$ cat config.mk
export PLATFORM = sky130hd
export DESIGN_NAME = rtc_calendar
export DESIGN_NICKNAME = d
export VERILOG_FILES = /design/src/rtl/rtc_cal_pkg.sv /design/src/rtl/rtc_wr_guard.sv /design/src/rtl/rtc_time_chain.sv /design/src/rtl/rtc_calendar.sv
export SDC_FILE = /design/constraint.sdc
export NUM_CORES = 1
export LEC_CHECK = 0
export CAP_MARGIN = 25
export CORE_MARGIN = 4
export CORE_UTILIZATION = 55
export CTS_BUF_LIST = sky130_fd_sc_hd__clkbuf_8
export DETAILED_ROUTE_END_ITERATION = 10
export GPL_TIMING_DRIVEN = 1
export MAX_ROUTING_LAYER = met4
export PLACE_DENSITY = 0.87
export SKIP_CTS_REPAIR_TIMING = 1
export SYNTH_ARGS = -nofsm -noshare
export SYNTH_HDL_FRONTEND = slang
export SYNTH_SLANG_ARGS = --single-unit
$ cat constraint.sdc
create_clock -name clk -period 2.3 [get_ports clk]
set_clock_uncertainty 0.1 [all_clocks]
set_input_delay 0.23 -clock clk [delete_from_list [all_inputs] [get_ports clk]]
set_output_delay 0.23 -clock clk [all_outputs]
set_load 0.01 [all_outputs]
$ cat src/rtl/rtc_cal_pkg.sv
package rtc_cal_pkg;
  localparam int NFIELD     = 7;
  localparam int ADR_SEC    = 0;
  localparam int ADR_MIN    = 1;
  localparam int ADR_HR     = 2;
  localparam int ADR_DOW    = 3;
  localparam int ADR_DATE   = 4;
  localparam int ADR_MON    = 5;
  localparam int ADR_YR     = 6;
  localparam int ADR_KEY    = 7;
  localparam int ADR_SUBSEC = 8;

  typedef struct packed {
    logic [7:0] yr;
    logic [3:0] mon;
    logic [4:0] date;
    logic [2:0] dow;
    logic [4:0] hr;
    logic [5:0] min;
    logic [5:0] sec;
  } caltime_t;

  function automatic logic [4:0] month_len(input logic [3:0] mon, input logic [7:0] yr);
    case (mon)
      4'd2:                   return (yr[1:0] == 2'b00) ? 5'd29 : 5'd28;
      4'd4, 4'd6, 4'd9, 4'd11: return 5'd30;
      default:                return 5'd31;
    endcase
  endfunction
endpackage

$ cat src/rtl/rtc_wr_guard.sv
module rtc_wr_guard
  import rtc_cal_pkg::*;
#(
  parameter int ADDR_W = 4
) (
  input  logic                       clk,
  input  logic                       rst_n,
  input  logic                       tick,
  input  logic                       wr,
  input  logic [ADDR_W-1:0]          addr,
  input  logic [7:0]                 wdata,
  output logic [NFIELD-1:0]          load_mask,
  output logic [NFIELD-1:0][7:0]     load_val
);
  logic              armed_q;
  logic              field_hit;
  logic [NFIELD-1:0] pend_q;

  // every write uses up the key; only the key address sets it again
  always_ff @(posedge clk) begin
    if (!rst_n)  armed_q <= 1'b0;
    else if (wr) armed_q <= (addr == ADDR_W'(ADR_KEY));
  end

  assign field_hit = wr && armed_q && (int'(addr) < NFIELD);

  for (genvar i = 0; i < NFIELD; i++) begin : g_slot
    always_ff @(posedge clk) begin
      if (!rst_n) begin
        pend_q[i]   <= 1'b0;
        load_val[i] <= 8'd0;
      end else begin
        pend_q[i] <= (pend_q[i] && !tick) || (field_hit && addr == ADDR_W'(i));
        if (field_hit && addr == ADDR_W'(i)) load_val[i] <= wdata;
      end
    end
  end

  assign load_mask = pend_q & {NFIELD{tick}};

  // a field write without the key leaves pending state alone
  p_unkeyed_ignored_r4: assert property (@(posedge clk) disable iff (!rst_n)
    (wr && !armed_q && int'(addr) < NFIELD && !tick) |=> (pend_q == $past(pend_q)));
  // a non-key write leaves no key behind
  p_key_consumed_r9: assert property (@(posedge clk) disable iff (!rst_n)
    (wr && addr != ADDR_W'(ADR_KEY)) |=> !armed_q);
endmodule

$ cat src/rtl/rtc_time_chain.sv
module rtc_time_chain
  import rtc_cal_pkg::*;
(
  input  logic                   clk,
  input  logic                   rst_n,
  input  logic                   tick,
  input  logic [NFIELD-1:0]      load_mask,
  input  logic [NFIELD-1:0][7:0] load_val,
  output caltime_t               now
);
  caltime_t nat, nxt;
  logic s_wrap, m_wrap, h_wrap, d_wrap, mo_wrap;
  logic unused_hi;

  assign unused_hi = ^load_val;

  always_comb begin
    s_wrap  = now.sec >= 6'd59;
    m_wrap  = s_wrap && now.min >= 6'd59;
    h_wrap  = m_wrap && now.hr >= 5'd23;
    d_wrap  = h_wrap && now.date >= month_len(now.mon, now.yr);
    mo_wrap = d_wrap && now.mon >= 4'd12;
    nat      = now;
    nat.sec  = s_wrap ? 6'd0 : now.sec + 6'd1;
    if (s_wrap)  nat.min  = (now.min >= 6'd59) ? 6'd0 : now.min + 6'd1;
    if (m_wrap)  nat.hr   = (now.hr >= 5'd23) ? 5'd0 : now.hr + 5'd1;
    if (h_wrap)  nat.dow  = (now.dow >= 3'd7) ? 3'd1 : now.dow + 3'd1;
    if (h_wrap)  nat.date = d_wrap ? 5'd1 : now.date + 5'd1;
    if (d_wrap)  nat.mon  = mo_wrap ? 4'd1 : now.mon + 4'd1;
    if (mo_wrap) nat.yr   = (now.yr >= 8'd99) ? 8'd0 : now.yr + 8'd1;
    // written values override the natural carry
    nxt      = nat;
    if (load_mask[ADR_SEC])  nxt.sec  = load_val[ADR_SEC][5:0];
    if (load_mask[ADR_MIN])  nxt.min  = load_val[ADR_MIN][5:0];
    if (load_mask[ADR_HR])   nxt.hr   = load_val[ADR_HR][4:0];
    if (load_mask[ADR_DOW])  nxt.dow  = load_val[ADR_DOW][2:0];
    if (load_mask[ADR_DATE]) nxt.date = load_val[ADR_DATE][4:0];
    if (load_mask[ADR_MON])  nxt.mon  = load_val[ADR_MON][3:0];
    if (load_mask[ADR_YR])   nxt.yr   = load_val[ADR_YR];
  end

  always_ff @(posedge clk) begin
    if (!rst_n) now <= '{yr: 8'd0, mon: 4'd1, date: 5'd1, dow: 3'd1, hr: 5'd0, min: 6'd0, sec: 6'd0};
    else if (tick) now <= nxt;
  end

  // time is frozen between strobes
  p_hold_between_ticks_r5: assert property (@(posedge clk) disable iff (!rst_n)
    !tick |=> (now == $past(now)));
  // seconds wrap from 59 to 0
  p_sec_wrap_r1: assert property (@(posedge clk) disable iff (!rst_n)
    (tick && !load_mask[ADR_SEC] && now.sec == 6'd59) |=> (now.sec == 6'd0));
  // weekday wraps 7 -> 1 at midnight
  p_dow_wrap_r2: assert property (@(posedge clk) disable iff (!rst_n)
    (tick && load_mask == '0 && now.hr == 5'd23 && now.min == 6'd59 && now.sec == 6'd59
     && now.dow == 3'd7) |=> (now.dow == 3'd1));
  // a pending minute write wins over the carry
  p_write_wins_r7: assert property (@(posedge clk) disable iff (!rst_n)
    (tick && load_mask[ADR_MIN]) |=> (now.min == $past(load_val[ADR_MIN][5:0])));
endmodule

$ cat src/rtl/rtc_calendar.sv
module rtc_calendar
  import rtc_cal_pkg::*;
#(
  parameter int ADDR_W   = 4,
  parameter int SUBSEC_W = 8
) (
  input  logic              clk,
  input  logic              rst_n,
  input  logic              sec_tick,
  input  logic              bus_wr,
  input  logic [ADDR_W-1:0] bus_addr,
  input  logic [7:0]        bus_wdata,
  output logic [7:0]        bus_rdata
);
  logic [NFIELD-1:0]      load_mask;
  logic [NFIELD-1:0][7:0] load_val;
  caltime_t               now;
  logic [SUBSEC_W-1:0]    subsec_q;
  logic                   restart;

  rtc_wr_guard #(.ADDR_W(ADDR_W)) u_guard (
    .clk(clk), .rst_n(rst_n), .tick(sec_tick), .wr(bus_wr), .addr(bus_addr),
    .wdata(bus_wdata), .load_mask(load_mask), .load_val(load_val)
  );

  rtc_time_chain u_chain (
    .clk(clk), .rst_n(rst_n), .tick(sec_tick), .load_mask(load_mask),
    .load_val(load_val), .now(now)
  );

  assign restart = bus_wr && bus_addr == ADDR_W'(ADR_SUBSEC) && bus_wdata[0];

  always_ff @(posedge clk) begin
    if (!rst_n || sec_tick || restart) subsec_q <= '0;
    else                               subsec_q <= subsec_q + 1'b1;
  end

  always_comb begin
    case (bus_addr)
      ADDR_W'(ADR_SEC):    bus_rdata = 8'(now.sec);
      ADDR_W'(ADR_MIN):    bus_rdata = 8'(now.min);
      ADDR_W'(ADR_HR):     bus_rdata = 8'(now.hr);
      ADDR_W'(ADR_DOW):    bus_rdata = 8'(now.dow);
      ADDR_W'(ADR_DATE):   bus_rdata = 8'(now.date);
      ADDR_W'(ADR_MON):    bus_rdata = 8'(now.mon);
      ADDR_W'(ADR_YR):     bus_rdata = now.yr;
      ADDR_W'(ADR_SUBSEC): bus_rdata = 8'(subsec_q);
      default:             bus_rdata = 8'd0;
    endcase
  end

  // restart clears the sub-second counter
  p_restart_clears_r8: assert property (@(posedge clk) disable iff (!rst_n)
    restart |=> (subsec_q == '0));
endmodule

==> impl_metrics.toml, run 1 <==
[sta]
min_period_ns = 2.532
drv_slew = 0
setup_violations = 14
finalWorstSetupSlack_ns = -0.2321
relSlewSlack_pct = 56.21
finalCritPeriodShare_pct = 110.1
fmax_mhz = 394.9
worst_pin_slew_ns = 0.6553
rsz0062_at_grt = "true"
final_hold_viol_count = 0

[die]
fp.coreArea_sq_mm = 0.008721
io_pins = 24
die_x_um = 102.5
initial_core_util_pct = 56.28
row_count = 34
die_area_sq_mm = 0.01050
die_h_um = 102.5

[cells_and_area]
finalNetCount = 696
area_growth_pct = 25.77
drive_above_1_share_pct = 21.34
fin_cells = 779

[logic_synthesis]
ys_seq_area_share_pct = 36.71
yosysTopAreaCellShare_pct = 36.71
yosysWarningCount = 0
synthArstFlopShare_pct = 0
syn_inst = 603
synth_flop_cell = "dfxtp_1"
synth_edf_count = 0
ys_ff_latch = 90
ys_types = 71
synth_area_leaders = "dfxtp_1, mux2i_1, nor2_1"
postSynthAreaPerCell_sq_um = 8.140
synth_fp_nets = 634
syn-cell-area_sq_mm = 0.004908
yosys.area.top_type = "dfxtp_1"

[hold_path]
hold_class = "register to register"
hold_depth = 2

[place]
place.gp.congestion = 0.9841
io_buffers = 23
place_ws_ns = -0.2695
post-dp-hpwl_mm = 10.43
dp_cells = 751

[setup_path]
rr_worst_depth = 13
critical_path_buf_inv_count = 3
cp_max_fo = 8
worst-path-stages = 13
arrival_ns = 2.69
crit_family = "compound AO/OA/AOI/OAI gates"
crit_chain = "buf_6, inv_4, ha_4, o21ai_2, a21oi_2, nor2_1, ha_1, nand2b_4, a21o_4, nand4_4, buf_4, o31ai_4, nor3_1"
slowest_delay_ns = 0.36
crit_type = "register to register"
cp-end-kind = "register"
slowest_stage = "dfxtp_4"
required_ns = 2.46
cp-start-kind = "register"

[global_route]
antenna_found_initial = 1
grt_start_max_net_pins = 30
grt_first_pass_wirelength_mm = 23.04
grt_pass1_vias = 4682
grt_util_all_layers_pct = 28.81
grt_overflow = 0

[clock_tree]
cts_made_buffers = 9
cts_tree = "built"
clock-sinks = 90
cts_max_level = 3
cts_buffer_depth = 2
clockRootBuffer = "clkbuf_8"
clk_pin_slew_worst_paths_ns = 0.09
insertion_delay_ns = 0.37

[run_status]
violations = "negative setup slack"
status = "finished with violations"

[drt]
drc_errors = 0
vias_per_cell = 6.680
drt-total-wl_mm = 15.69
post_drt_wl_per_cell_um = 20.15
firstDrtPassIters = 6
antenna_left = 0
num_vias = 5204
drt_iter0_markers = 620

[flow_run]
cap_violations = 0

[power]
pwr_density_cell_mw_per_mm2 = 488.7
ir_drop_uv = 379.1
p_leak_nw = 2.412
[stage by stage]
step	total power [mW]	instance area [sq um]	TNS (ns)	utilization, %	hold WS, ns
after floorplan	1.703	4913	0	-	0.2768
after global routing	3.100	6173	-3.337	70.79	0.3842
final	3.017	6173	-2.135	70.79	0.3607
after global placement	1.810	5580	-1.758	63.99	0.3446
after detailed placement	1.815	5580	-3.335	63.99	0.3489
after CTS	3.011	5803	-3.729	66.54	0.3636
[synthesized netlist by cell type (all sizes together), types with 5 or more instances]
cell type / n
inv: 17
a21o: 5
nand3: 39
nand4: 5
a211oi: 6
and2: 5
nand2b: 7
mux2i: 27
o21ai: 23
a221oi: 5
nor3: 22
o211ai: 5
clkbuf: 28
and3: 9
dfxtp: 90
xnor2: 7
nor2b: 5
a22oi: 10
ha: 15
o22ai: 8
a31oi: 12
nor2: 73
a21oi: 46
nand2: 60
a311oi: 6
buf: 12
[flip-flops by register name, summed over array words and instances (netlist names)]
register,count
u_chain.now,37
subsec_q,8
u_guard.armed_q,1
u_guard.load_val,37
u_guard.pend_q,7
[area by class of cell]
type                            count  area, sq um
Multi-Input combinational cell    456         3108
Tap cell                          108        135.1
Inverter                           17        68.82
Antenna cell                        1        2.502
Sequential cell                    90         1810
Clock inverter                      7        98.84
Clock buffer                        9        123.9
Timing Repair Buffer               91        825.8
Fill cell                         586         2547
[path summary, 6_finish.rpt]
path,endpoint,slack (ns),start
setup / recovery,u_chain.now[27],-0.23,u_chain.now[26]
hold / removal,u_guard.load_val[8],0.36,u_guard.load_val[8]
setup reg to reg,u_chain.now[27],-0.23,u_chain.now[26]
hold reg to reg,u_guard.load_val[8],0.36,u_guard.load_val[8]
[worst register-to-register path, cell delays in order, from the launching register on]
cell and delay [ns]:
dfxtp_4 0.36, buf_6 0.13, inv_4 0.07, ha_4 0.13, o21ai_2 0.06, a21oi_2 0.16
nor2_1 0.06, ha_1 0.29, nand2b_4 0.15, a21o_4 0.16, nand4_4 0.21, buf_4 0.23
o31ai_4 0.26, nor3_1 0.08
[logic make-up after synthesis]
family                     after synthesis  share of synthesized area (%)
and+or+nand+nor                        239                          23.63
muxes                                   31                          6.882
xor gates and xnor gates                11                          1.963
DFF                                     90                          36.71
adders and majority gates               15                          3.824
AOI/OAI and AO/OA                      160                          22.25
buffers and inverters                   57                          4.741
[report_power, final]
group	leakage, nW	internal [mW]	switching (mW)
clock network	0.111	0.622	0.609
registers	0.727	1.56	0.00827
logic	1.57	0.0887	0.128
total	2.41	2.27	0.745
[routing by layer]
metal | vias to the layer above | part of all wire, % | track usage [%] | wire, um
li1 | 2333 | - | - | -
met1 | 2411 | 37 | 36.42 | 5867
met2 | 371 | 47 | 46.43 | 7348
met3 | 89 | 11 | 5.939 | 1802
met4 | 0 | 4.3 | 8.577 | 675
met5 | - | 0 | - | 0
[layout by cell type (no fill, tap or decap), drive strengths merged, types with 6 or more instances in the layout]
cell type,Yosys,routed
a211oi,6,6
a21oi,46,46
a22oi,10,10
a311oi,6,6
a31oi,12,12
and3,9,9
buf,12,68
clkbuf,28,10
clkdlybuf4s50,0,13
dfxtp,90,90
dlymetal6s2s,0,9
ha,15,15
inv,17,20
mux2i,27,27
nand2,60,60
nand2b,7,7
nand3,39,39
nor2,73,73
nor3,22,22
o21ai,23,23
o22ai,8,8
xnor2,7,7
No activity file was read; power rests on OpenSTA's default activity.
==> run 2, diff against run 1 <==
--- a/config.mk
+++ b/config.mk
@@ -6,7 +6,7 @@
 export NUM_CORES = 1
 export LEC_CHECK = 0
 export CAP_MARGIN = 25
-export CORE_MARGIN = 4
+export CORE_MARGIN = 2
 export CORE_UTILIZATION = 55
 export CTS_BUF_LIST = sky130_fd_sc_hd__clkbuf_8
 export DETAILED_ROUTE_END_ITERATION = 10
==> run 2 against run 1 <==
Net effect: the flow still finishes with violations (negative setup slack); register-to-register slack worse by 0.04 ns; sequential power is essentially flat; sequential cell count did not move; worst setup slack worse by 0.043 ns; total power decreased by 2.2%; combinational power is essentially flat; routed wire length is 2.9% higher; critical path type unchanged; critical endpoint is now u_chain.now[26].
==> impl_metrics.toml, run 2 (synthesis results as in run 1) <==
[drt]
antenna_left = 0
drt-total-wl_mm = 16.15
vias_per_cell = 6.904
drt_iter0_markers = 719
drc_errors = 0
firstDrtPassIters = 6
num_vias = 5268
post_drt_wl_per_cell_um = 21.16

[sta]
final_hold_viol_count = 0
fmax_mhz = 388.4
finalCritPeriodShare_pct = 111.9
rsz0062_at_grt = "true"
finalWorstSetupSlack_ns = -0.2746
relSlewSlack_pct = 55.34
worst_pin_slew_ns = 0.6683
drv_slew = 0
whs_ns = 0.3265
min_period_ns = 2.575
tns_ns = -1.583
setup_violations = 14

[flow_run]
cap_violations = 0

[setup_path]
rrSetupSlack_ns = -0.27
slowest_stage = "dfxtp_2"
cp-start-kind = "register"
required_ns = 2.46
crit_path_frequent_cell = "nand2b_4"
cp-end-kind = "register"
crit_type = "register to register"
slowest_delay_ns = 0.36
cp_max_fo = 4
crit_chain = "inv_2, ha_4, nand2b_4, a21oi_2, nor2_1, ha_1, nand2b_4, a21oi_4, nor4_4, buf_4, mux2i_1, a211oi_2"
arrival_ns = 2.74

[cells_and_area]
top_regs = "u_chain.now x37, u_guard.load_val x37, subsec_q x8"
postLayoutCellArea_sq_mm = 0.006077
final_common_cell = "dfxtp_1"
seq_area_sq_mm = 0.001812
multi_input_area_sq_mm = 0.003153
fin_cells = 763
n_fill_cell = 600
post-route-util_pct = 70.03
diodes = 0
area_growth_pct = 23.81
drive_above_1_share_pct = 20.92
final_cell_mix = "dfxtp_1, nor2_1, nand2_1"
finalNetCount = 681

[global_route]
antenna_found_initial = 0
grt_first_pass_wirelength_mm = 22.83
grt_util_all_layers_pct = 30.39
grt_overflow = 0
grt_pass1_vias = 4630
grt_start_max_net_pins = 34

[run_status]
status = "finished with violations"
violations = "negative setup slack"

[place]
place.gp.congestion = 0.9749
dp_cells = 741
io_buffers = 23
post-dp-hpwl_mm = 10.19
place_ws_ns = -0.3309
placed_area_sq_mm = 0.005493

[die]
die_x_um = 98.47
initial_core_util_pct = 56.56
row_count = 34
die_h_um = 98.47
io_pins = 24
die_area_sq_mm = 0.009696
fp.coreArea_sq_mm = 0.008678

[hold_path]
hold_class = "primary input to register"

[power]
p_leak_nw = 2.327
ir_drop_uv = 277.6
pwr_density_cell_mw_per_mm2 = 485.6
p_total_mw = 2.951

[clock_tree]
cts_max_level = 3
cts_buffer_depth = 2
clock-sinks = 90
cts_made_buffers = 9
clockRootBuffer = "clkbuf_8"
insertion_delay_ns = 0.39
cts_tree = "built"
clk_pin_slew_worst_paths_ns = 0.10
## run 2: cell types whose count changed in the layout (fill, tap and decap cells not counted), sizes merged
cell,delta
buf,-15
bufinv,-1
diode,-1
clkdlybuf4s50,+1
inv,+1
clkbuf,-1
## run 2: final cells by class
cell class,instances,share of cell area [%]
flip-flops and latches,90,29.81
clock inverters,7,1.359
clock buffers,9,2.038
multi-input cells,456,51.88
well taps,108,2.224
inverters,17,1.050
repair buffers,76,11.63
## run 2: path summary, 6_finish.rpt
| path | startpoint | to | depth (start not counted) |
|---|---|---|---|
| worst max-delay path | u_chain.now[29] | u_chain.now[26] | 12 |
| worst min register to register | u_guard.load_val[9] | u_guard.load_val[9] | 2 |
| worst max register to register | u_chain.now[29] | u_chain.now[26] | 12 |
| worst min-delay path | bus_addr[0] | u_guard.armed_q | 4 |
## run 2: worst max-delay path, delay by kind of cell (launching register included)
| family | cells | cell delay, ns |
|---|---|---|
| simple gates | 4 | 0.65 |
| mux | 1 | 0.30 |
| flops | 1 | 0.36 |
| compound gates | 3 | 0.32 |
| fa+ha+maj | 2 | 0.45 |
| buf+inv | 2 | 0.27 |
## run 2: metal layers
metal | part of all wire, % | track usage, % | vias to the layer above | routed length (um)
li1 | - | - | 2304 | -
met1 | 37 | 37.63 | 2444 | 6027
met2 | 46 | 48.25 | 405 | 7426
met3 | 10 | 6.525 | 115 | 1687
met4 | 6.2 | 12.86 | 0 | 1006
met5 | 0 | - | - | 0
## run 2: power by group
group          switching [mW]  internal, mW  total [mW]
clock                   0.642         0.523        1.16
sequential            0.00853          1.56        1.57
combinational           0.131        0.0846       0.216
